`src/rtl/ptp_tod_pkg.sv`:
```
package ptp_tod_pkg;
  localparam int BUS_W  = 32;
  localparam int ADDR_W = 8;
  localparam int PER_W  = 10;
  localparam int CSEL_W = 2;

  localparam int EN_BIT    = 2;
  localparam int MODE_BIT  = 15;
  localparam int PER_LSB   = 16;
  localparam int PDIS_BIT  = 7;
  localparam int PGATE_BIT = 6;

  localparam logic [ADDR_W-1:0] ADR_CTRL    = 8'h80;
  localparam logic [ADDR_W-1:0] ADR_CNT_LO  = 8'h98;
  localparam logic [ADDR_W-1:0] ADR_CNT_HI  = 8'h9C;
  localparam logic [ADDR_W-1:0] ADR_ADDEND  = 8'hA0;
  localparam logic [ADDR_W-1:0] ADR_PRSC    = 8'hA8;
  localparam logic [ADDR_W-1:0] ADR_OFF_LO  = 8'hB0;
  localparam logic [ADDR_W-1:0] ADR_OFF_HI  = 8'hB4;
  localparam logic [ADDR_W-1:0] ADR_PULSE   = 8'hDC;
  localparam logic [ADDR_W-1:0] ADR_TIME_LO = 8'hF0;
  localparam logic [ADDR_W-1:0] ADR_TIME_HI = 8'hF4;

  typedef struct packed {
    logic [PER_W-1:0]  per;
    logic              mode;
    logic              en;
    logic [CSEL_W-1:0] csel;
  } ctrl_t;

  typedef enum logic [3:0] {
    SEL_NONE, SEL_CTRL, SEL_CNT_LO, SEL_CNT_HI, SEL_ADDEND, SEL_PRSC,
    SEL_OFF_LO, SEL_OFF_HI, SEL_PULSE, SEL_TIME_LO, SEL_TIME_HI
  } reg_sel_e;

  function automatic reg_sel_e decode_addr(input logic [ADDR_W-1:0] a);
    reg_sel_e s;
    case (a)
      ADR_CTRL:    s = SEL_CTRL;
      ADR_CNT_LO:  s = SEL_CNT_LO;
      ADR_CNT_HI:  s = SEL_CNT_HI;
      ADR_ADDEND:  s = SEL_ADDEND;
      ADR_PRSC:    s = SEL_PRSC;
      ADR_OFF_LO:  s = SEL_OFF_LO;
      ADR_OFF_HI:  s = SEL_OFF_HI;
      ADR_PULSE:   s = SEL_PULSE;
      ADR_TIME_LO: s = SEL_TIME_LO;
      ADR_TIME_HI: s = SEL_TIME_HI;
      default:     s = SEL_NONE;
    endcase
    return s;
  endfunction
endpackage

```
`src/rtl/ptp_tod_regs.sv`:
```
module ptp_tod_regs
  import ptp_tod_pkg::*;
#(
  parameter int NUM_PULSE = 3,
  parameter int FRAC_W    = 32
) (
  input  logic                   clk,
  input  logic                   rst_n,
  input  logic                   wr_en,
  input  logic [ADDR_W-1:0]      addr,
  input  logic [BUS_W-1:0]       wdata,
  output ctrl_t                  ctrl_q,
  output logic [PER_W-1:0]       per_act_q,
  output logic [FRAC_W-1:0]      addend_q,
  output logic [BUS_W-1:0]       prsc_q,
  output logic [2*BUS_W-1:0]     offset_q,
  output logic [NUM_PULSE-1:0]   pdis_q,
  output logic [NUM_PULSE-1:0]   pgate_q,
  output logic                   cnt_load,
  output logic [2*BUS_W-1:0]     cnt_load_val
);
  localparam int CNT_W = 2 * BUS_W;

  reg_sel_e           sel;
  logic               tdom_we;
  ctrl_t              ctrl_d;
  logic [PER_W-1:0]   per_act_d;
  logic [FRAC_W-1:0]  addend_d;
  logic [BUS_W-1:0]   prsc_d;
  logic [CNT_W-1:0]   offset_d;
  logic [BUS_W-1:0]   shadow_q, shadow_d;
  logic               pulse_we;

  assign sel      = decode_addr(addr);
  // timer-domain registers only accept writes while the timer runs
  assign tdom_we  = wr_en && ctrl_q.en;
  assign pulse_we = tdom_we && (sel == SEL_PULSE);

  assign cnt_load     = tdom_we && (sel == SEL_CNT_HI);
  assign cnt_load_val = {wdata, shadow_q};

  always_comb begin
    ctrl_d    = ctrl_q;
    per_act_d = per_act_q;
    addend_d  = addend_q;
    prsc_d    = prsc_q;
    offset_d  = offset_q;
    shadow_d  = shadow_q;
    if (wr_en && sel == SEL_CTRL) begin
      ctrl_d.csel = wdata[CSEL_W-1:0];
      ctrl_d.en   = wdata[EN_BIT];
      ctrl_d.mode = wdata[MODE_BIT];
      ctrl_d.per  = wdata[PER_LSB +: PER_W];
      if (!wdata[MODE_BIT]) per_act_d = wdata[PER_LSB +: PER_W];
    end
    if (tdom_we) begin
      case (sel)
        SEL_ADDEND: begin
          addend_d  = wdata[FRAC_W-1:0];
          per_act_d = ctrl_q.per;
        end
        SEL_PRSC:   prsc_d = wdata;
        SEL_OFF_LO: offset_d[BUS_W-1:0] = wdata;
        SEL_OFF_HI: offset_d[CNT_W-1:BUS_W] = wdata;
        SEL_CNT_LO: shadow_d = wdata;
        default: ;
      endcase
    end
  end

  always_ff @(posedge clk or negedge rst_n) begin
    if (!rst_n) begin
      ctrl_q    <= '0;
      per_act_q <= '0;
      addend_q  <= '0;
      prsc_q    <= '0;
      offset_q  <= '0;
      shadow_q  <= '0;
    end else begin
      ctrl_q    <= ctrl_d;
      per_act_q <= per_act_d;
      addend_q  <= addend_d;
      prsc_q    <= prsc_d;
      offset_q  <= offset_d;
      shadow_q  <= shadow_d;
    end
  end

  for (genvar ch = 0; ch < NUM_PULSE; ch++) begin : g_pulse
    logic dis_q, dis_d, gate_q, gate_d;
    always_comb begin
      dis_d  = dis_q;
      gate_d = gate_q;
      if (pulse_we) begin
        dis_d  = wdata[8*ch + PDIS_BIT];
        gate_d = wdata[8*ch + PGATE_BIT];
      end
    end
    always_ff @(posedge clk or negedge rst_n) begin
      if (!rst_n) begin
        dis_q  <= 1'b1;
        gate_q <= 1'b0;
      end else begin
        dis_q  <= dis_d;
        gate_q <= gate_d;
      end
    end
    assign pdis_q[ch]  = dis_q;
    assign pgate_q[ch] = gate_q;
  end
endmodule

```
`src/rtl/ptp_tod_accum.sv`:
```
module ptp_tod_accum #(
  parameter int CNT_W  = 64,
  parameter int INT_W  = 10,
  parameter int FRAC_W = 32
) (
  input  logic              clk,
  input  logic              rst_n,
  input  logic              step_en,
  input  logic              load,
  input  logic [CNT_W-1:0]  load_val,
  input  logic [INT_W-1:0]  per_int,
  input  logic [FRAC_W-1:0] addend,
  output logic [CNT_W-1:0]  cnt_q
);
  logic [FRAC_W-1:0] frac_q, frac_d, frac_sum;
  logic              carry;
  logic [CNT_W-1:0]  cnt_d;

  always_comb begin
    {carry, frac_sum} = {1'b0, frac_q} + {1'b0, addend};
    cnt_d  = cnt_q;
    frac_d = frac_q;
    if (load) begin
      cnt_d  = load_val;
      frac_d = '0;
    end else if (step_en) begin
      cnt_d  = cnt_q + CNT_W'(per_int) + CNT_W'(carry);
      frac_d = frac_sum;
    end
  end

  always_ff @(posedge clk or negedge rst_n) begin
    if (!rst_n) begin
      cnt_q  <= '0;
      frac_q <= '0;
    end else begin
      cnt_q  <= cnt_d;
      frac_q <= frac_d;
    end
  end
endmodule

```
`src/rtl/ptp_tod_readout.sv`:
```
module ptp_tod_readout #(
  parameter int CNT_W = 64
) (
  input  logic               clk,
  input  logic               rst_n,
  input  logic               lat_en,
  input  logic [CNT_W-1:0]   cnt,
  input  logic [CNT_W-1:0]   offset,
  output logic [CNT_W/2-1:0] time_lo,
  output logic [CNT_W/2-1:0] time_hi_q
);
  localparam int HALF = CNT_W / 2;

  logic [CNT_W-1:0] now;
  logic [HALF-1:0]  hi_d;

  assign now     = cnt + offset;
  assign time_lo = now[HALF-1:0];

  always_comb begin
    hi_d = time_hi_q;
    if (lat_en) hi_d = now[CNT_W-1:HALF];
  end

  always_ff @(posedge clk or negedge rst_n) begin
    if (!rst_n) time_hi_q <= '0;
    else        time_hi_q <= hi_d;
  end
endmodule

```
`src/rtl/ptp_tod_counter.sv`:
```
module ptp_tod_counter
  import ptp_tod_pkg::*;
#(
  parameter int NUM_PULSE = 3,
  parameter int FRAC_W    = 32
) (
  input  logic              clk,
  input  logic              rst_n,
  input  logic              bus_wr,
  input  logic              bus_rd,
  input  logic [ADDR_W-1:0] bus_addr,
  input  logic [BUS_W-1:0]  bus_wdata,
  output logic [BUS_W-1:0]  bus_rdata
);
  localparam int CNT_W = 2 * BUS_W;

  logic [1:0]           rst_pipe;
  logic                 rst_sync_n;
  ctrl_t                ctrl_q;
  logic [PER_W-1:0]     per_act;
  logic [FRAC_W-1:0]    addend;
  logic [BUS_W-1:0]     prsc;
  logic [CNT_W-1:0]     offset;
  logic [NUM_PULSE-1:0] pdis, pgate;
  logic                 cnt_load;
  logic [CNT_W-1:0]     cnt_load_val;
  logic [CNT_W-1:0]     count;
  logic [BUS_W-1:0]     time_lo, time_hi;
  logic                 lat_en;
  reg_sel_e             rsel;

  always_ff @(posedge clk or negedge rst_n) begin
    if (!rst_n) rst_pipe <= 2'b00;
    else        rst_pipe <= {rst_pipe[0], 1'b1};
  end
  assign rst_sync_n = rst_pipe[1];

  ptp_tod_regs #(.NUM_PULSE(NUM_PULSE), .FRAC_W(FRAC_W)) u_regs (
    .clk(clk), .rst_n(rst_sync_n), .wr_en(bus_wr), .addr(bus_addr),
    .wdata(bus_wdata), .ctrl_q(ctrl_q), .per_act_q(per_act),
    .addend_q(addend), .prsc_q(prsc), .offset_q(offset),
    .pdis_q(pdis), .pgate_q(pgate), .cnt_load(cnt_load),
    .cnt_load_val(cnt_load_val)
  );

  ptp_tod_accum #(.CNT_W(CNT_W), .INT_W(PER_W), .FRAC_W(FRAC_W)) u_accum (
    .clk(clk), .rst_n(rst_sync_n), .step_en(ctrl_q.en), .load(cnt_load),
    .load_val(cnt_load_val), .per_int(per_act), .addend(addend),
    .cnt_q(count)
  );

  assign rsel   = decode_addr(bus_addr);
  assign lat_en = bus_rd && (rsel == SEL_TIME_LO);

  ptp_tod_readout #(.CNT_W(CNT_W)) u_readout (
    .clk(clk), .rst_n(rst_sync_n), .lat_en(lat_en), .cnt(count),
    .offset(offset), .time_lo(time_lo), .time_hi_q(time_hi)
  );

  always_comb begin
    bus_rdata = '0;
    if (bus_rd) begin
      case (rsel)
        SEL_CTRL: begin
          bus_rdata[CSEL_W-1:0]        = ctrl_q.csel;
          bus_rdata[EN_BIT]            = ctrl_q.en;
          bus_rdata[MODE_BIT]          = ctrl_q.mode;
          bus_rdata[PER_LSB +: PER_W]  = ctrl_q.per;
        end
        SEL_CNT_LO:  bus_rdata = count[BUS_W-1:0];
        SEL_CNT_HI:  bus_rdata = count[CNT_W-1:BUS_W];
        SEL_ADDEND:  bus_rdata[FRAC_W-1:0] = addend;
        SEL_PRSC:    bus_rdata = prsc;
        SEL_OFF_LO:  bus_rdata = offset[BUS_W-1:0];
        SEL_OFF_HI:  bus_rdata = offset[CNT_W-1:BUS_W];
        SEL_PULSE: begin
          for (int ch = 0; ch < NUM_PULSE; ch++) begin
            bus_rdata[8*ch + PDIS_BIT]  = pdis[ch];
            bus_rdata[8*ch + PGATE_BIT] = pgate[ch];
          end
        end
        SEL_TIME_LO: bus_rdata = time_lo;
        SEL_TIME_HI: bus_rdata = time_hi;
        default:     bus_rdata = '0;
      endcase
    end
  end
endmodule

```
`config.mk`:
```
export PLATFORM = sky130hd
export DESIGN_NAME = ptp_tod_counter
export DESIGN_NICKNAME = d
export VERILOG_FILES = /design/src/rtl/ptp_tod_pkg.sv /design/src/rtl/ptp_tod_regs.sv /design/src/rtl/ptp_tod_accum.sv /design/src/rtl/ptp_tod_readout.sv /design/src/rtl/ptp_tod_counter.sv
export SDC_FILE = /design/constraint.sdc
export NUM_CORES = 1
export LEC_CHECK = 0
export BUFFER_PORTS_ARGS = -buffer_cell sky130_fd_sc_hd__buf_2
export CORE_MARGIN = 4
export CORE_UTILIZATION = 65
export CTS_CLUSTER_DIAMETER = 30
export DETAILED_ROUTE_END_ITERATION = 8
export GPL_ROUTABILITY_DRIVEN = 0
export PLACE_DENSITY_LB_ADDON = 0.25
export SLEW_MARGIN = 20
export SYNTH_ARGS = -nofsm -noshare
export SYNTH_HDL_FRONTEND = slang
export SYNTH_SLANG_ARGS = --single-unit
```
`constraint.sdc`:
```
create_clock -name clk -period 15.2 [get_ports clk]
set_clock_uncertainty 0.1 [all_clocks]
set_input_delay 3.04 -clock clk [delete_from_list [all_inputs] [get_ports clk]]
set_output_delay 3.04 -clock clk [all_outputs]
set_load 0.01 [all_outputs]
```
==> reports/results.md <==
| Item | Value |
| --- | --- |
| Status | finished with violations |
| Violated checks | DRC |
| TritonCTS buffer count | 73 |
| Buffers on Ports | 75 |
| Starting DRT DRC Count | 2,963 |
| TNS Setup | 0 ns |
| Share of cells above drive strength 1 | 20.0% |
| Number of nets produced by synthesis | 2,308 |
| Area share of the largest cell type after synthesis | 38.7% |
| Worst min path class | reg2async |
| Proportion of register bits with asynchronous set or reset after synthesis | 100% |
| Boundary Pins | 76 |
| Static leakage | 0.0109 uW |
| Highest ir drop seen on vdd | 0.000145 V |
| Core box area | 30,800 um2 |
| Clock insertion delay at the later pin of the skew report | 0.60 ns |
| Cell area after synthesis | 20,500 um2 |
| Most frequently used flop master after synthesis | sky130_fd_sc_hd__dfrtp_1 |
| Resized Gates After CTS | 0 |
| Max-slew headroom | 31.0% |
| Overall power consumption | 2610 uW |
| Actual transition at the worst max-transition pin | 1.03 ns |
| Drt wl/cell | 26.0 um |
| Post-synth EDFFs | 0 |
| Register area share after synthesis | 39.1% |
| Total number of yosys warnings | 0 |
| Root buffer cell | sky130_fd_sc_hd__clkbuf_16 |
| RSZ-0062 raised after global routing | no |
| Required time of the critical path | 12.06 ns |
| Antenna fix cells | 0 |
| Arrival time at the worst endpoint | 5.93 ns |
| Chip width | 186 um |
| Utilization of the core after routing | 76.4% |
| Overflow left after global routing | 0 |
| DIE HEIGHT | 186 um |
| Crit path buffers/inverters | 3 |
| Critical Path Fanout Max | 19 |
| Dominant cells by area after synthesis | sky130_fd_sc_hd__dfrtp_1, sky130_fd_sc_hd__mux2_2, sky130_fd_sc_hd__ha_1 |
| Cell class contributing the biggest share of worst-path delay | simple AND/OR/NAND/NOR gates |
| Die area | 34,400 um2 |
| Number of global-route vias before repair | 19,100 |
| Net total in the final layout | 2,351 |
| Distinct cell type count of the synthesized netlist | 87 |
| Critical path endpoint category | output port |
| Quantity of hold-fixing buffers added after cts | 0 |
| Synth cell count leaders | sky130_fd_sc_hd__dfrtp_1, sky130_fd_sc_hd__a21oi_1, sky130_fd_sc_hd__nand2_1, sky130_fd_sc_hd__mux2_2, sky130_fd_sc_hd__o21ai_0 |
| First-pass iteration count of the detailed router | 9 |
| Final hold vios | 0 |
| Total vias in the final route | 19,300 |
| Startpoint type of the worst setup path | primary input |
| Final cycle utilization of the critical path | 59.7% |
| Total power density per cell area | 111 nW/um2 |
| Antenna violations before repair | 0 |
| Number of max-cap violations | 0 |
| Shortest clock period the worst path allows after layout | 9.07 ns |
| Synth area leader | sky130_fd_sc_hd__dfrtp_1 |
| Maximum buffer depth of the clock tree | 3 |
| TritonCTS clock tree | built |
| Mean post-synth cell area | 9.50 um2 |
| Detailed placer's ending HPWL | 47.4 mm |
| Area growth syn-to-layout | 14.9% |
| Final routed wirelength across all metal layers | 69.0 mm |
| Synthesized flop and latch total | 320 |
| Cell chain of the critical path | buf_2 > nor2_1 > nand2_1 > or3_1 > nor2_1 > and2_1 > a222oi_1 > inv_1 > a221oi_1 > a31oi_1 > buf_2 |
| Vias per cell | 7.28 |
| Number of cells produced by synthesis | 2,156 |
| Max Clk Rate | 110 MHz |
| Clock Pin Slew Worst Setup and Hold Paths | 0.04 ns |
| Initial Utilization | 66.4% |
| Worst setup path class | in2out |
| Most repeated cell in the gate-level netlist after synthesis | sky130_fd_sc_hd__dfrtp_1 |
| Overall routing resource usage | 40.1% |
| # rows | 64 |
| Num Clock Sinks | 320 |
| ANT nets after route | 0 |
| Crit-path max cell delay | 0.86 ns |
| Maximum number of pins on one net before global-route repair | 81 |
| Drc violations | 1 |
| Setup-failing EPs final | 0 |
| Maximum level of the CTS H-tree | 3 |
| Total count of max-transition violations in the final report | 0 |
| First-pass GRT wire length | 107 mm |
| Setup Fix Bufs, Post-CTS | 0 |
| CP max-delay cell | sky130_fd_sc_hd__and2_1 |
[final timing paths]
| path | from | cells after the start | end | slack [ns] |
|---|---|---|---|---|
| worst max-delay path | bus_addr[1] | 11 | bus_rdata[6] | 6.13 |
| worst min-delay path | rst_pipe[1] | 0 | u_accum.frac_q[6] | 0.23 |
| worst max register to register | u_regs.addend_q[0] | 23 | u_accum.cnt_q[46] | 7.92 |
| worst min register to register | rst_pipe[1] | 0 | u_accum.frac_q[6] | 0.23 |
| max in group asynchronous | rst_n | 1 | rst_pipe[1] | 12.76 |
| min in group clk | rst_pipe[0] | 0 | rst_pipe[1] | 0.25 |
[registers in the layout, summed over array words and instances (netlist names)]
name,count
u_regs.ctrl_q,14
u_accum.frac_q,32
u_regs.shadow_q,32
rst_pipe,2
u_regs.g_pulse.dis_q,3
u_regs.g_pulse.gate_q,3
u_accum.cnt_q,64
u_regs.prsc_q,32
u_readout.time_hi_q,32
u_regs.addend_q,32
u_regs.per_act_q,10
u_regs.offset_q,64
[through the flow]
| stage | setup WS [ns] | cells | hold slack [ns] | cell area (um2) |
|---|---|---|---|---|
| 3_3_place_gp | 6.46 | 2520 | 0.238 | 21000 |
| 3_5_place_dp | 6.33 | 2520 | 0.241 | 21000 |
| 2_1_floorplan | 5.53 | 2156 | 0.231 | 20500 |
| 4_1_cts | 6.27 | 2655 | 0.251 | 23500 |
| 6_report | 6.13 | 2655 | 0.235 | 23500 |
| 5_1_grt | 6.04 | 2655 | 0.272 | 23500 |
[layer usage]
layer	vias to the layer above	GRT usage (%)	part of all wire [%]
li1	8215	-	-
met1	9318	52.1	37
met2	1437	60.3	44
met3	346	12.1	13
met4	0	21.6	6.3
met5	-	0	0
[power by group]
part	internal (uW)	switching, uW	leakage, uW
sequential	871	21.6	0.00436
combinational	39.7	81.9	0.00532
clock	1070	529	0.00122
total	1980	633	0.0109
[final cells by class]
class / instances / area (um2)
clock inverter: 42 / 497
inverter: 41 / 154
multi-input combinational: 1664 / 11800
clock buffer: 93 / 2020
tap: 396 / 495
timing repair buffer: 99 / 556
sequential: 320 / 8020
fill: 2022 / 7290
[placed cells by master, fill, tap and decap left out, types with 29 or more instances in the layout]
master	synthesis	routed
sky130_fd_sc_hd__xor2_1	32	32
sky130_fd_sc_hd__a21oi_1	202	202
sky130_fd_sc_hd__dfrtp_1	317	315
sky130_fd_sc_hd__buf_2	5	75
sky130_fd_sc_hd__nand2_1	192	192
sky130_fd_sc_hd__a21o_1	50	50
sky130_fd_sc_hd__a222oi_1	39	39
sky130_fd_sc_hd__a22o_1	29	29
sky130_fd_sc_hd__mux2_2	182	182
sky130_fd_sc_hd__nand3_1	60	58
sky130_fd_sc_hd__nor2_1	119	115
sky130_fd_sc_hd__xnor2_1	61	61
sky130_fd_sc_hd__ha_1	104	104
sky130_fd_sc_hd__clkbuf_16	0	74
sky130_fd_sc_hd__a31oi_1	30	30
sky130_fd_sc_hd__inv_1	41	40
sky130_fd_sc_hd__o21ai_0	158	158
[kinds of logic after synthesis]
kind of cell	Yosys count	share of synthesized area, %
AOI/OAI and AO/OA	731	23.5
and+or+nand+nor	525	12.0
DFF	320	39.1
muxes	206	11.2
buffers and inverters	172	3.51
adders and majority gates	108	6.74
xor gates and xnor gates	93	3.98
other	1	0.0183
[worst register-to-register path: cells and delay by family, from the launching register on]
kind | cells | cell delay, ns
compound gates | 12 | 2.82
simple gates | 7 | 2.52
fa+ha+maj | 4 | 1.28
flops | 1 | 0.39
(Power assumes the default switching activity.)
